## src/rtl/wl_pkg.sv

```systemverilog
package wl_pkg;
  localparam logic [7:0] WL_PAD_BYTE = 8'h70;

  typedef enum logic [1:0] {
    WL_IDLE  = 2'd0,
    WL_ALIGN = 2'd1,
    WL_LIMIT = 2'd2
  } wl_state_e;
endpackage

```

## src/rtl/wl_reduce.sv

```systemverilog
module wl_reduce #(
  parameter int IDX_W = 16,
  parameter int OFF_W = 10
) (
  input  logic [IDX_W-1:0] idx_i,
  input  logic [IDX_W-1:0] mask_i,
  output logic [OFF_W-1:0] off_o
);
  logic [IDX_W-1:0] masked;

  always_comb begin
    masked = idx_i & mask_i;
    off_o  = OFF_W'(masked);
  end
endmodule

```

## src/rtl/wl_align.sv

```systemverilog
module wl_align #(
  parameter int IDX_W      = 16,
  parameter int OFF_W      = 10,
  parameter int ALIGN_LOG2 = 3
) (
  input  logic [OFF_W-1:0] head_off_i,
  input  logic [IDX_W-1:0] size_i,
  output logic [IDX_W-1:0] pad_o
);
  localparam logic [OFF_W-1:0] AL_MASK = OFF_W'((1 << ALIGN_LOG2) - 1);

  logic [OFF_W-1:0] rounded;
  logic [OFF_W-1:0] gap;
  logic [IDX_W-1:0] gap_ext;

  always_comb begin
    rounded = (head_off_i + AL_MASK) & ~AL_MASK;
    gap     = rounded - head_off_i;
    gap_ext = IDX_W'(gap);
    pad_o   = (gap_ext < size_i) ? gap_ext : size_i;
  end
endmodule

```

## src/rtl/wl_limit.sv

```systemverilog
module wl_limit #(
  parameter int OFF_W     = 10,
  parameter int PAGE_LOG2 = 6
) (
  input  logic [OFF_W-1:0] head_off_i,
  input  logic [OFF_W-1:0] tail_off_i,
  input  logic [OFF_W-1:0] wake_off_i,
  input  logic [OFF_W-1:0] buf_size_i,
  input  logic             wake_hit_i,
  output logic [OFF_W-1:0] limit_o
);
  localparam logic [OFF_W-1:0] PG_MASK = OFF_W'((1 << PAGE_LOG2) - 1);

  logic [OFF_W-1:0] base_lim;
  logic [OFF_W-1:0] wake_up;
  logic             wake_low;

  always_comb begin
    base_lim = (head_off_i < tail_off_i) ? (tail_off_i & ~PG_MASK) : buf_size_i;
    wake_up  = (wake_off_i + PG_MASK) & ~PG_MASK;
    wake_low = wake_hit_i && (head_off_i <= wake_off_i) && (wake_up < base_lim);
    limit_o  = wake_low ? wake_up : base_lim;
  end
endmodule

```

## src/rtl/wl_window_limiter.sv

```systemverilog
module wl_window_limiter #(
  parameter int IDX_W          = 16,
  parameter int PAGE_LOG2      = 6,
  parameter int MAX_PAGES_LOG2 = 3,
  parameter int PL_W           = 3,
  parameter int ALIGN_LOG2     = 3,
  parameter int MIN_RUN        = 64,
  localparam int OFF_W         = PAGE_LOG2 + MAX_PAGES_LOG2 + 1
) (
  input  logic             clk,
  input  logic             rst_n,
  input  logic             start_i,
  input  logic [IDX_W-1:0] head_i,
  input  logic [IDX_W-1:0] size_i,
  input  logic [IDX_W-1:0] wakeup_i,
  input  logic             snapshot_i,
  input  logic [PL_W-1:0]  pages_log2_i,
  output logic             done_o,
  output logic [OFF_W-1:0] limit_o,
  output logic [IDX_W-1:0] pad_len_o,
  output logic [IDX_W-1:0] head_o,
  output logic             trunc_o,
  output logic             cfg_err_o,
  output logic [7:0]       pad_byte_o
);
  import wl_pkg::*;

  localparam int               N_RED    = 3;
  localparam logic [PL_W-1:0]  MAXPL_V  = PL_W'(MAX_PAGES_LOG2);
  localparam logic [OFF_W-1:0] MIN_V    = OFF_W'(MIN_RUN);
  localparam logic [OFF_W-1:0] OFF_ONE  = OFF_W'(1);
  localparam logic [IDX_W-1:0] IDX_ONE  = IDX_W'(1);

  // reset synchronizer: asserts at once, releases on the clock
  logic [1:0] rst_sync_q;
  logic       rst_int_n;

  always_ff @(posedge clk or negedge rst_n) begin
    if (!rst_n) rst_sync_q <= 2'b00;
    else        rst_sync_q <= {rst_sync_q[0], 1'b1};
  end
  assign rst_int_n = rst_sync_q[1];

  // state
  wl_state_e        state_q, state_d;
  logic             pass_q, pass_d;
  logic [IDX_W-1:0] head_q, head_d;
  logic [IDX_W-1:0] size_q, size_d;
  logic [IDX_W-1:0] wake_q, wake_d;
  logic [IDX_W-1:0] pad_q, pad_d;
  logic [IDX_W-1:0] base_head_q, base_head_d;
  logic [PL_W-1:0]  pl_q, pl_d;
  logic             snap_q, snap_d;
  logic [OFF_W-1:0] lim_q, lim_d;
  logic             trunc_q, trunc_d;
  logic             cfg_q, cfg_d;
  logic             done_q, done_d;
  logic             dp_en;

  // datapath
  int unsigned      shamt;
  logic [IDX_W-1:0] idx_mask;
  logic [OFF_W-1:0] buf_size;
  logic             cfg_bad;
  logic [IDX_W-1:0] head_plus_size;
  logic             wake_hit;
  logic [IDX_W-1:0] red_in  [N_RED];
  logic [OFF_W-1:0] red_out [N_RED];
  logic [OFF_W-1:0] head_off, tail_off, wake_off;
  logic [IDX_W-1:0] align_pad;
  logic [OFF_W-1:0] limit_c;
  logic [OFF_W-1:0] gap;
  logic [IDX_W-1:0] gap_ext;

  always_comb begin
    shamt          = PAGE_LOG2 + 32'(pl_q);
    idx_mask       = (IDX_ONE << shamt) - IDX_ONE;
    buf_size       = OFF_ONE << shamt;
    cfg_bad        = (pl_q == '0) || (pl_q > MAXPL_V);
    head_plus_size = head_q + size_q;
    wake_hit       = wake_q < head_plus_size;
    red_in[0]      = head_q;
    red_in[1]      = head_plus_size;
    red_in[2]      = wake_q;
  end

  genvar g;
  generate
    for (g = 0; g < N_RED; g++) begin : g_red
      wl_reduce #(.IDX_W(IDX_W), .OFF_W(OFF_W)) u_red (
        .idx_i  (red_in[g]),
        .mask_i (idx_mask),
        .off_o  (red_out[g])
      );
    end
  endgenerate

  assign head_off = red_out[0];
  assign tail_off = red_out[1];
  assign wake_off = red_out[2];

  wl_align #(.IDX_W(IDX_W), .OFF_W(OFF_W), .ALIGN_LOG2(ALIGN_LOG2)) u_align (
    .head_off_i (head_off),
    .size_i     (size_q),
    .pad_o      (align_pad)
  );

  wl_limit #(.OFF_W(OFF_W), .PAGE_LOG2(PAGE_LOG2)) u_limit (
    .head_off_i (head_off),
    .tail_off_i (tail_off),
    .wake_off_i (wake_off),
    .buf_size_i (buf_size),
    .wake_hit_i (wake_hit),
    .limit_o    (limit_c)
  );

  always_comb begin
    gap     = limit_c - head_off;
    gap_ext = IDX_W'(gap);
  end

  // next state
  always_comb begin
    state_d     = state_q;
    pass_d      = pass_q;
    head_d      = head_q;
    size_d      = size_q;
    wake_d      = wake_q;
    pad_d       = pad_q;
    base_head_d = base_head_q;
    pl_d        = pl_q;
    snap_d      = snap_q;
    lim_d       = lim_q;
    trunc_d     = trunc_q;
    cfg_d       = cfg_q;
    done_d      = 1'b0;
    unique case (state_q)
      WL_IDLE: begin
        if (start_i) begin
          head_d      = head_i;
          base_head_d = head_i;
          size_d      = size_i;
          wake_d      = wakeup_i;
          pl_d        = pages_log2_i;
          snap_d      = snapshot_i;
          pad_d       = '0;
          pass_d      = 1'b0;
          lim_d       = '0;
          trunc_d     = 1'b0;
          cfg_d       = 1'b0;
          state_d     = WL_ALIGN;
        end
      end
      WL_ALIGN: begin
        if (cfg_bad) begin
          cfg_d   = 1'b1;
          lim_d   = '0;
          done_d  = 1'b1;
          state_d = WL_IDLE;
        end else if (snap_q) begin
          lim_d   = buf_size;
          done_d  = 1'b1;
          state_d = WL_IDLE;
        end else begin
          head_d  = head_q + align_pad;
          size_d  = size_q - align_pad;
          pad_d   = pad_q + align_pad;
          state_d = WL_LIMIT;
        end
      end
      WL_LIMIT: begin
        if (size_q == '0) begin
          trunc_d = 1'b1;
          lim_d   = '0;
          done_d  = 1'b1;
          state_d = WL_IDLE;
        end else if (limit_c <= head_off) begin
          pad_d   = pad_q + size_q;
          head_d  = head_q + size_q;
          size_d  = '0;
          trunc_d = 1'b1;
          lim_d   = '0;
          done_d  = 1'b1;
          state_d = WL_IDLE;
        end else if (!pass_q && (gap < MIN_V)) begin
          pad_d   = pad_q + gap_ext;
          head_d  = head_q + gap_ext;
          size_d  = size_q - gap_ext;
          pass_d  = 1'b1;
          state_d = WL_ALIGN;
        end else begin
          lim_d   = limit_c;
          done_d  = 1'b1;
          state_d = WL_IDLE;
        end
      end
      default: state_d = WL_IDLE;
    endcase
  end

  assign dp_en = (state_q != WL_IDLE) || start_i;

  // registers
  always_ff @(posedge clk or negedge rst_int_n) begin
    if (!rst_int_n) begin
      state_q <= WL_IDLE;
      done_q  <= 1'b0;
    end else begin
      state_q <= state_d;
      done_q  <= done_d;
    end
  end

  always_ff @(posedge clk or negedge rst_int_n) begin
    if (!rst_int_n) begin
      pass_q      <= 1'b0;
      head_q      <= '0;
      size_q      <= '0;
      wake_q      <= '0;
      pad_q       <= '0;
      base_head_q <= '0;
      pl_q        <= '0;
      snap_q      <= 1'b0;
      lim_q       <= '0;
      trunc_q     <= 1'b0;
      cfg_q       <= 1'b0;
    end else if (dp_en) begin
      pass_q      <= pass_d;
      head_q      <= head_d;
      size_q      <= size_d;
      wake_q      <= wake_d;
      pad_q       <= pad_d;
      base_head_q <= base_head_d;
      pl_q        <= pl_d;
      snap_q      <= snap_d;
      lim_q       <= lim_d;
      trunc_q     <= trunc_d;
      cfg_q       <= cfg_d;
    end
  end

  assign done_o     = done_q;
  assign limit_o    = lim_q;
  assign pad_len_o  = pad_q;
  assign head_o     = head_q;
  assign trunc_o    = trunc_q;
  assign cfg_err_o  = cfg_q;
  assign pad_byte_o = WL_PAD_BYTE;

  // checks
  AST_PAD_CAP: assert property (@(posedge clk) disable iff (!rst_int_n)
    (state_q == WL_ALIGN) |-> (align_pad <= size_q));
  AST_HEAD_ADVANCE: assert property (@(posedge clk) disable iff (!rst_int_n)
    done_o |-> (head_o == base_head_q + pad_len_o));
  AST_LIMIT_PAGED: assert property (@(posedge clk) disable iff (!rst_int_n)
    done_o |-> (limit_o[PAGE_LOG2-1:0] == '0));
  AST_TRUNC_NO_LIMIT: assert property (@(posedge clk) disable iff (!rst_int_n)
    (done_o && trunc_o) |-> (limit_o == '0));
  AST_LIMIT_PAST_HEAD: assert property (@(posedge clk) disable iff (!rst_int_n)
    (done_o && (limit_o != '0)) |-> (limit_o > head_off));
  AST_CFG_QUIET: assert property (@(posedge clk) disable iff (!rst_int_n)
    (done_o && cfg_err_o) |-> ((limit_o == '0) && (pad_len_o == '0) && !trunc_o));
  AST_SNAP_FULL: assert property (@(posedge clk) disable iff (!rst_int_n)
    (done_o && snap_q && !cfg_err_o) |-> ((limit_o == buf_size) && (pad_len_o == '0)));
  AST_DONE_PULSE: assert property (@(posedge clk) disable iff (!rst_int_n)
    done_o |=> !done_o);
endmodule

```

## config.mk

```make
export PLATFORM = sky130hd
export DESIGN_NAME = wl_window_limiter
export DESIGN_NICKNAME = d
export VERILOG_FILES = /design/src/rtl/wl_pkg.sv /design/src/rtl/wl_reduce.sv /design/src/rtl/wl_align.sv /design/src/rtl/wl_limit.sv /design/src/rtl/wl_window_limiter.sv
export SDC_FILE = /design/constraint.sdc
export NUM_CORES = 1
export LEC_CHECK = 0
export BUFFER_PORTS_ARGS = -buffer_cell sky130_fd_sc_hd__buf_2
export CAP_MARGIN = 20
export CORE_UTILIZATION = 40
export DETAILED_ROUTE_END_ITERATION = 10
export PLACE_DENSITY = 0.56
export SLEW_MARGIN = 30
export SYNTH_ARGS = -nofsm -noshare
export SYNTH_HDL_FRONTEND = slang
export SYNTH_SLANG_ARGS = --single-unit
```

## constraint.sdc

```tcl
create_clock -name clk -period 4.3 [get_ports clk]
set_input_delay 0.86 -clock clk [delete_from_list [all_inputs] [get_ports clk]]
set_output_delay 0.86 -clock clk [all_outputs]
set_load 0.03 [all_outputs]
```

==> results of run 1 <==
[cells by family after synthesis]
kind of cell	after synthesis	synth area share
adders and majority gates	153	0.181
and+or+nand+nor	406	0.183
buffers and inverters	154	0.0617
xor gates and xnor gates	78	0.0630
DFF	86	0.198
AOI/OAI and AO/OA	405	0.263
muxes	49	0.0479
other	2	0.000693
[layout by cell type, fill, tap and decap left out, types with 8 or more instances in the layout]
| cell | Yosys | layout |
|---|---|---|
| xnor2_1 | 51 | 42 |
| nor2b_1 | 24 | 22 |
| o31ai_2 | 11 | 10 |
| nand2b_1 | 23 | 20 |
| nand4_1 | 18 | 18 |
| nor2_2 | 0 | 12 |
| nor2_1 | 101 | 84 |
| buf_2 | 9 | 99 |
| conb_1 | 2 | 14 |
| ha_1 | 146 | 120 |
| a221oi_2 | 1 | 9 |
| xnor2_2 | 0 | 8 |
| ha_4 | 0 | 21 |
| a21oi_1 | 89 | 62 |
| nor3_1 | 53 | 41 |
| o21ai_2 | 1 | 12 |
| nand2_1 | 100 | 80 |
| buf_4 | 9 | 439 |
| and2_1 | 9 | 8 |
| dfrtp_1 | 86 | 83 |
| o21a_1 | 22 | 22 |
| mux2_2 | 22 | 21 |
| o211ai_1 | 22 | 22 |
| mux2i_1 | 26 | 25 |
| o31ai_4 | 0 | 13 |
| a31oi_1 | 19 | 12 |
| nand2_4 | 2 | 15 |
| a21o_1 | 24 | 24 |
| a21oi_2 | 0 | 23 |
| o21ai_1 | 2 | 15 |
| clkbuf_16 | 0 | 10 |
| o21ai_0 | 71 | 42 |
| inv_1 | 94 | 86 |
| xor2_1 | 27 | 22 |
| buf_6 | 6 | 49 |
| nand3_1 | 26 | 18 |
[worst max path at each step]
| stage | endpoint | slack (ns) | cells past startpoint |
|---|---|---|---|
| final | pad_len_o[15]$_DFFE_PN0P_ | -5.05 | 48 |
| after global placement | pad_len_o[15]$_DFFE_PN0P_ | -4.76 | 49 |
| after CTS | pad_len_o[15]$_DFFE_PN0P_ | -4.65 | 48 |
| after floorplan | pad_len_o[15]$_DFFE_PN0P_ | -4.58 | 48 |
| after detailed placement | pad_len_o[15]$_DFFE_PN0P_ | -5.05 | 48 |
| after global routing | pad_len_o[15]$_DFFE_PN0P_ | -5.57 | 48 |
[cell type report]
class / instances / area (sq um)
well taps: 335 / 419
clock buffers: 9 / 225
flip-flops and latches: 86 / 2160
inverters: 96 / 367
multi-input cells: 1108 / 9840
fillers: 2141 / 8770
repair buffers: 595 / 4500
clock inverters: 7 / 71.3
[critical path, delay by kind of cell, from the launching register on]
kind	cells	cell delay (ns)
compound gates	27	5.25
fa+ha+maj	6	1.45
simple gates	7	1.01
buf+inv	6	0.58
mux	2	0.48
flops	1	0.41
[synth_stat cells, types with 9 or more instances]
cell type / instances / area [sq um]
o211ai_1: 22 / 165
ha_1: 146 / 1830
mux2i_1: 26 / 260
a21boi_0: 9 / 67.6
nand2b_1: 23 / 144
nor3_1: 53 / 265
nor2b_1: 24 / 150
nor2_1: 101 / 379
a211oi_1: 14 / 105
xor2_1: 27 / 236
a31oi_1: 19 / 119
xnor2_1: 51 / 447
buf_4: 9 / 67.6
o21ai_0: 71 / 355
buf_2: 9 / 45.0
o31ai_2: 11 / 138
dfrtp_1: 86 / 2150
a21oi_1: 89 / 445
nand3_1: 26 / 130
clkbuf_1: 33 / 124
o2bb2ai_1: 9 / 78.8
and3_1: 9 / 56.3
o21a_1: 22 / 165
a221oi_1: 15 / 131
nand4_1: 18 / 113
nand2_1: 100 / 375
a21o_1: 24 / 180
and2_1: 9 / 56.3
mux2_2: 22 / 248
o31ai_1: 17 / 128
or2_2: 10 / 62.6
inv_1: 94 / 353
[stage by stage]
step                utilization  hold slack [ns]  setup slack (ns)  area [sq um]  TNS, ns
floorplan                     -            0.331             -4.58         11400  -219.41
global placement          0.572            0.339             -4.76         15100  -242.72
detailed placement        0.572            0.344             -5.05         15100  -252.99
CTS                       0.630            0.249             -4.65         16600  -236.17
global route              0.667            0.250             -5.57         17600  -273.20
finish                    0.667            0.254             -5.05         17600  -247.94
[sequential cells by signal, indices dropped and copies added (netlist names), 2 cells and up]
register    count
rst_sync_q      2
pad_len_o      16
pl_q            3
wake_q         16
head_o         16
limit_o        10
state_q         2
size_q         16
[per-layer routing]
metal	vias to the layer above	global-route usage	routed length [um]
met5	-	0	0
met4	0	0.102	1500
met3	87	0.0568	3060
met2	450	0.501	20500
li1	6029	-	-
met1	6069	0.427	20200
[repair_timing]
| action | 4_1_cts | 5_1_grt |
|---|---|---|
| setup buffers | 47 | 42 |
| gates resized for setup | 176 | 145 |
| setup endpoints to repair | 62 | 62 |
| pin swaps | 89 | 91 |
| gates cloned | 5 | 1 |
==> out/qor.csv, run 1 <==
stage,metric,value,unit
timing,fmaxAchievable,107,MHz
timing,relSlewSlack,0.457,
critical_path,critical_path_arrival,9.58,ns
placed_design,io_buffers,99,
synth,yosysUniqueCellTypes,87,
clocking,cts_max_level,3,
timing,post-route-min-period,9.35,ns
drt,viasPerCell,5.65,
timing,clock_skew,0.0175,ns
placed_design,place_hpwl,33200,um
cells_and_area,nNetsFinal,2104,
critical_path,crit_type,register to register,
min_path,min_path_type,register to async pin,
critical_path,crit_path_end_kind,register,
critical_path,worst_ep_required_time,4.53,ns
timing,hold_viol,0,
grt,grt_pass1_wl,67800,um
critical_path,slowest_delay,0.41,ns
timing,setup_violations,62,
floorplanning,die-area,27800,sq um
drt,wl_per_cell,20.2,um
job,drv_cap,0,
cells_and_area,layout-drive-gt1-share,0.483,
floorplanning,core_area,26400,sq um
clocking,numCtsBuffers,9,
critical_path,critPathLaunch,pl_q[1]$_DFFE_PN0P_,
cells_and_area,areaGrowthSynthToFinish,62.1,%
status,violations,setup timing,
timing,fin_ws,-5.05,ns
critical_path,r2r_setup_slack,-5.05,ns
drt,drc,0,
cells_and_area,diodes,0,
floorplanning,die_x,167,um
floorplanning,placementRows,59,
clocking,postCtsHoldBufs,0,
synth,ys.flop_type,dfrtp_1,
clocking,cts_buffer_depth,2,
cells_and_area,fin_cells,2236,
grt,grt-ovfl-total,0,
grt,grt_usage,0.314,
drt,firstDrtPassIters,5,
critical_path,worstReg2RegStart,pl_q[1]$_DFFE_PN0P_,
synth,synth_area,10800,sq um
critical_path,cp_slowest_cell,dfrtp_2,
clocking,cts_root_buf,clkbuf_16,
clocking,cts_tree,yes,
critical_path,cp-start-kind,register,
placed_design,gp_congestion,0.921,
critical_path,rr_worst_depth,48,
drt,ant_nets,0,
synth,syn-instance-count,1333,
critical_path,worstPathMaxFanout,7,
synth,async_flop_share,1.00,
timing,worst_pin_slew,0.815,ns
synth,synth.avg_cell_area,8.13,sq um
critical_path,crit_top_cell,ha_4,
clocking,path_clk_slew,0.09,ns
placed_design,dp.cells,2143,
grt,grt_max_degree,60,
grt,antenna_found_initial,0,
clocking,insertion_delay,0.36,ns
grt,grt_pass1_vias,12200,
floorplanning,ioPinCount,108,
clocking,clkSinkCount,86,
drt,drt_iter0_markers,995,
synth,yosysSeqAreaShare,0.198,
drt,vias,12600,
timing,grt_setup_unrepaired,true,
critical_path,regToRegEndpoint,pad_len_o[15]$_DFFE_PN0P_,
drt,routed_wl,45200,um
synth,synth_warnings,0,
timing,slew_viol_final,0,
synth,synth_edf_count,0,
status,outcome,"finished, violations left",
floorplanning,die_h,167,um
synth,synth_seq_cells,86,
floorplanning,start_util,0.411,
timing,fin_crit_sh,2.17,
Power of run 1 is left out: the tool's default activity adds up to more than one toggle a clock period on the data nets, which glitch-free logic cannot reach.
==> inputs of run 2 (changes only) <==
Settings changed: ABC_AREA set to 1.
==> run 2 against run 1 <==
The flow still finishes with violations (setup timing). Sequential share of layout area decreased by 0.28 points. Global-route usage increased by 0.22 points. Maximum frequency increased by 18%. Register-to-register slack improved by 1.4 ns. Flip-flop and latch count unchanged. Final cell count increased by 16%. Clock-buffer cell count increased by 1. Via count increased by 7.0%. Synthesized area increased by 0.84%. Worst hold slack improved by 0.0038 ns. Critical path type unchanged. Largest cell class unchanged.
==> out/qor.csv, run 2 <==
stage,metric,value,unit
synth,synth_warnings,0,
synth,synth_area_leader_cell,dfrtp_1,
clocking,cts_buffer_depth,2,
critical_path,rr_worst_depth,63,
timing,post-route-min-period,7.93,ns
grt,grt_usage,0.316,
synth,yosysUniqueCellTypes,51,
cells_and_area,layout_common_cells,"buf_4 (467), nand2_1 (332), inv_1 (202)",
floorplanning,core_area,26900,sq um
clocking,numCtsBuffers,9,
floorplanning,placementRows,60,
synth,synth_top_area_frac,0.197,
floorplanning,die_h,167,um
timing,worst_pin_slew,1.01,ns
clocking,path_clk_slew,0.08,ns
drt,drc,0,
status,violations,setup timing,
synth,synth_commonest_cells,"nand2_1 (387), inv_1 (234), ha_1 (146), nor2_1 (145), a21oi_1 (136)",
placed_design,io_buffers,99,
timing,fin_setup_tns,-185.52,ns
drt,routed_wl,45800,um
synth,synth.avg_cell_area,6.66,sq um
status,outcome,"finished, violations left",
drt,wl_per_cell,17.7,um
min_path,min_path_type,input port to async pin,
timing,fin_ws,-3.63,ns
critical_path,slowest_delay,0.38,ns
synth,syn-instance-count,1641,
critical_path,cp-start-kind,register,
floorplanning,ioPinCount,108,
critical_path,crit_type,register to register,
timing,grt_setup_unrepaired,true,
critical_path,worst_ep_required_time,4.57,ns
placed_design,gp_congestion,0.951,
critical_path,worstPathMaxFanout,7,
timing,setup_violations,62,
synth,synth_seq_cells,86,
critical_path,cp_slowest_cell,dfrtp_1,
synth,yosysSeqAreaShare,0.197,
critical_path,crit_top_cell,nand2_1,
synth,async_flop_share,1.00,
grt,grt_pass1_wl,68800,um
synth,synth_edf_count,0,
timing,fmaxAchievable,126,MHz
drt,firstDrtPassIters,7,
drt,viasPerCell,5.22,
cells_and_area,layout-drive-gt1-share,0.442,
placed_design,place_hpwl,34400,um
grt,grt_pass1_vias,13300,
clocking,cts_max_level,3,
cells_and_area,nNetsFinal,2453,
critical_path,crit_path_end_kind,register,
drt,vias,13500,
synth,yosys.cell_count.top_type,nand2_1,
cells_and_area,final_common_cell,buf_4,
critical_path,critical_path_arrival,8.20,ns
cells_and_area,areaGrowthSynthToFinish,64.7,%
clocking,cts_root_buf,clkbuf_16,
timing,slew_viol_final,0,
floorplanning,die-area,28000,sq um
grt,antenna_found_initial,0,
floorplanning,die_x,167,um
grt,grt_max_degree,50,
cells_and_area,diodes,0,
floorplanning,start_util,0.407,
clocking,insertion_delay,0.37,ns
grt,grt-ovfl-total,0,
drt,ant_nets,0,
clocking,cts_tree,yes,
timing,hold_viol,0,
clocking,clkSinkCount,86,
job,drv_cap,0,
clocking,postCtsHoldBufs,0,
synth,yosys-top-cells-area,"dfrtp_1 (20%), ha_1 (17%), nand2_1 (13%), inv_1 (8.0%), a21oi_1 (6.2%)",
timing,relSlewSlack,0.325,
timing,clock_skew,0.0139,ns
synth,synth_area,10900,sq um
drt,drt_iter0_markers,864,
synth,ys.flop_type,dfrtp_1,
timing,fin_crit_sh,1.84,
run 2: cell types whose count changed after synthesis, moves of 31 or more:
| cell | previous run | this run |
|---|---|---|
| a21oi_1 | 89 | 136 |
| inv_1 | 94 | 234 |
| nand2_1 | 100 | 387 |
| nand3_1 | 26 | 101 |
| nor2_1 | 101 | 145 |
| nor3_1 | 53 | 18 |
| xnor2_1 | 51 | 17 |
| xor2_1 | 27 | 58 |
run 2: metrics by stage:
step | std cells | setup WS (ns) | instance area [sq um] | hold slack (ns) | utilization
floorplan | 1653 | -3.29 | 11300 | 0.331 | -
CTS | 2557 | -3.35 | 17000 | 0.256 | 0.632
global route | 2591 | -4.05 | 18000 | 0.263 | 0.670
finish | 2591 | -3.63 | 18000 | 0.257 | 0.670
detailed placement | 2481 | -3.69 | 15200 | 0.339 | 0.567
global placement | 2481 | -3.45 | 15200 | 0.344 | 0.567
run 2: layout make-up:
| class | count | area [sq um] |
|---|---|---|
| Inverter | 240 | 951 |
| Clock buffer | 10 | 239 |
| Timing Repair Buffer | 620 | 4730 |
| Clock inverter | 6 | 68.8 |
| Tap cell | 341 | 427 |
| Multi-Input combinational cell | 1288 | 9430 |
| Fill cell | 2262 | 8870 |
| Sequential cell | 86 | 2160 |
run 2: path summary, 6_finish.rpt:
check                                        startpoint                   endpoint  slack [ns]
worst max-delay path                pl_q[2]$_DFFE_PN0P_  pad_len_o[12]$_DFFE_PN0P_       -3.63
worst min-delay path                              rst_n    rst_sync_q[1]$_DFF_PN0_        0.26
worst max register to register      pl_q[2]$_DFFE_PN0P_  pad_len_o[12]$_DFFE_PN0P_       -3.63
worst min register to register  rst_sync_q[0]$_DFF_PN0_    rst_sync_q[1]$_DFF_PN0_        0.36
max in group asynchronous       rst_sync_q[1]$_DFF_PN0_      wake_q[8]$_DFFE_PN0P_        2.89
min in group clk                rst_sync_q[0]$_DFF_PN0_    rst_sync_q[1]$_DFF_PN0_        0.36
run 2: cell families after synthesis:
family,Yosys count,synth area share
AND/OR/NAND/NOR,720,0.284
AO/OA/AOI/OAI,310,0.159
buffers and inverters,280,0.104
adder cells (fa/ha/maj),153,0.180
flip-flops,86,0.197
XOR/XNOR,75,0.0601
multiplexers,15,0.0154
other,2,0.000687
run 2: timing repair:
action,4_1_cts,5_1_grt
endpoints found under the setup margin,62,62
gates cloned,1,2
pin swaps,159,135
setup buffers,83,38
gates resized for setup,224,159
run 2: critical path: cells and delay by family, from the launching register on:
kind / cells / cell delay [ns]
AND/OR/NAND/NOR: 29 / 2.74
AO/OA/AOI/OAI: 17 / 2.15
adder cells (fa/ha/maj): 6 / 1.46
buffers and inverters: 9 / 0.64
XOR/XNOR: 2 / 0.40
flip-flops: 1 / 0.38
run 2: metal layers:
layer  global-route usage  vias up  wire (um)
met4                0.142        0       2210
met5                    0        -          0
li1                     -     6579          -
met1                0.393     6391      19300
met3               0.0288      119       2150
met2                0.554      425      22100
Power of run 2 is left out for the same reason.
==> inputs of run 3 (changes only) <==
Settings changed: PLACE_DENSITY 0.56 to 0.58, RECOVER_POWER set to 50.
Clock period 4.3 ns to 6.5 ns, I/O delays scaled along.
==> run 3 against run 2 <==
The flow finishes with violations (capacitance limit, slew limit, setup timing). First-iteration DRC count grew 2.5%. Register-to-register slack improved by 2.3 ns. Die area did not move. Global-route usage fell by 1.1 points. Maximum frequency is 1.4% higher. Clock skew increased by 0.0014 ns. Routed wire length decreased by 3.4%. Non-clock buffer count shrank 63. Worst hold slack gained 0.097 ns. Utilization down 3.5 points. Flip-flop and latch count unchanged. Critical endpoint unchanged.
==> out/qor.csv, run 3 (synthesis gave the netlist of run 2 again) <==
stage,metric,value,unit
status,outcome,"finished, violations left",
status,violations,"capacitance limit, slew limit, setup timing",
timing,post-route-min-period,7.82,ns
critical_path,worstPathMaxFanout,8,
timing,slew_viol_final,87,
drt,routed_wl,44200,um
floorplanning,die_h,167,um
grt,grt_pass1_vias,12800,
critical_path,crit_type,register to register,
timing,grt_setup_unrepaired,true,
clocking,cts_buffer_depth,2,
drt,viasPerCell,5.17,
placed_design,io_buffers,99,
clocking,numCtsBuffers,9,
timing,fin_ws,-1.32,ns
drt,wl_per_cell,17.5,um
placed_design,dp_slack,-1.45,ns
drt,drc,0,
timing,clock_skew,0.0152,ns
cells_and_area,diodes,0,
critical_path,slowest_delay,0.42,ns
job,drv_cap,2,
grt,grt_max_degree,54,
cells_and_area,final_common_cell,buf_4,
cells_and_area,multi_input_area,9050,sq um
cells_and_area,nFillCells,2393,
timing,fin_setup_tns,-34.41,ns
floorplanning,start_util,0.407,
cells_and_area,areaGrowthSynthToFinish,56.0,%
timing,worst_pin_slew,2.81,ns
floorplanning,die_x,167,um
clocking,cts_tree,yes,
timing,setup_violations,59,
clocking,postCtsHoldBufs,0,
floorplanning,core_area,26900,sq um
cells_and_area,nNetsFinal,2390,
min_path,min_path_type,register to register,
timing,fin_crit_sh,1.20,
placed_design,gp_congestion,0.934,
drt,drt_iter0_markers,886,
critical_path,worst_ep_required_time,6.76,ns
cells_and_area,ff_latch_area,2160,sq um
floorplanning,die-area,28000,sq um
critical_path,cp_slowest_cell,dfrtp_2,
clocking,cts_max_level,3,
cells_and_area,layout-drive-gt1-share,0.396,
placed_design,place_hpwl,33700,um
clocking,insertion_delay,0.36,ns
grt,grt-ovfl-total,0,
floorplanning,ioPinCount,108,
grt,grt_usage,0.305,
clocking,clkSinkCount,86,
clocking,path_clk_slew,0.08,ns
floorplanning,placementRows,60,
clocking,cts_root_buf,clkbuf_16,
timing,hold_viol,0,
grt,antenna_found_initial,0,
drt,firstDrtPassIters,6,
cells_and_area,layout_common_cells,"buf_4 (416), nand2_1 (346), inv_1 (207)",
critical_path,crit_path_end_kind,register,
timing,relSlewSlack,-0.874,
drt,vias,13100,
critical_path,cp-start-kind,register,
critical_path,crit_top_cell,nand2_1,
grt,grt_pass1_wl,66600,um
critical_path,critical_path_arrival,8.08,ns
drt,ant_nets,0,
timing,fmaxAchievable,128,MHz
run 3: changes by cell type in the layout (fill, tap and decap cells not counted), sizes merged:
cell / delta
buf: -65
inv: -1
clkinvlp: +2
clkinv: -2
clkbuf: +3
run 3: final cells by class:
cell class / instances / share of cell area
Clock buffer: 11 / 0.0136
Sequential cell: 86 / 0.126
Multi-Input combinational cell: 1288 / 0.531
Clock inverter: 5 / 0.00345
Tap cell: 341 / 0.0250
Inverter: 240 / 0.0546
Timing Repair Buffer: 557 / 0.246
run 3: through the flow:
stage          std cells  instance area (sq um)  hold WS (ns)   util
3_3_place_gp        2450                  15000         0.336  0.558
4_1_cts             2499                  16000         0.358  0.596
6_report            2528                  17100         0.354  0.635
5_1_grt             2528                  17100         0.359  0.635
2_1_floorplan       1653                  11300         0.331      -
3_5_place_dp        2450                  15000         0.341  0.558
run 3: final timing paths:
| path | from | depth (start not counted) | endpoint | slack, ns |
|---|---|---|---|---|
| setup / recovery | head_o[2]$_DFFE_PN0P_ | 56 | pad_len_o[12]$_DFFE_PN0P_ | -1.32 |
| hold / removal | rst_sync_q[0]$_DFF_PN0_ | 0 | rst_sync_q[1]$_DFF_PN0_ | 0.35 |
| setup reg to reg | head_o[2]$_DFFE_PN0P_ | 56 | pad_len_o[12]$_DFFE_PN0P_ | -1.32 |
| hold reg to reg | rst_sync_q[0]$_DFF_PN0_ | 0 | rst_sync_q[1]$_DFF_PN0_ | 0.35 |
| max in group asynchronous | rst_sync_q[1]$_DFF_PN0_ | 1 | head_o[7]$_DFFE_PN0P_ | 2.27 |
| min in group asynchronous | rst_n | 1 | rst_sync_q[1]$_DFF_PN0_ | 0.71 |
run 3: what timing repair did:
item | 4_1_cts | 5_1_grt
setup buffers | 34 | 31
pin swaps | 73 | 122
setup endpoints to repair | 62 | 62
cloned | 1 | 5
gates resized for setup | 110 | 171
hold endpoints to repair | 0 | 0
run 3: worst max-delay path, delay by kind of cell (launching register included):
family | cells | cell delay, ns
AOI/OAI and AO/OA | 18 | 2.33
xor gates and xnor gates | 2 | 0.38
adders and majority gates | 5 | 1.57
buffers and inverters | 8 | 0.86
DFF | 1 | 0.42
and+or+nand+nor | 23 | 2.13
run 3: per-layer routing:
metal | global-route usage | vias to the layer above | part of all wire
li1 | - | 6457 | -
met1 | 0.383 | 6140 | 0.43
met2 | 0.534 | 390 | 0.48
met3 | 0.0317 | 92 | 0.050
met4 | 0.123 | 0 | 0.043
met5 | 0 | - | 0
Power of run 3 is left out for the same reason.
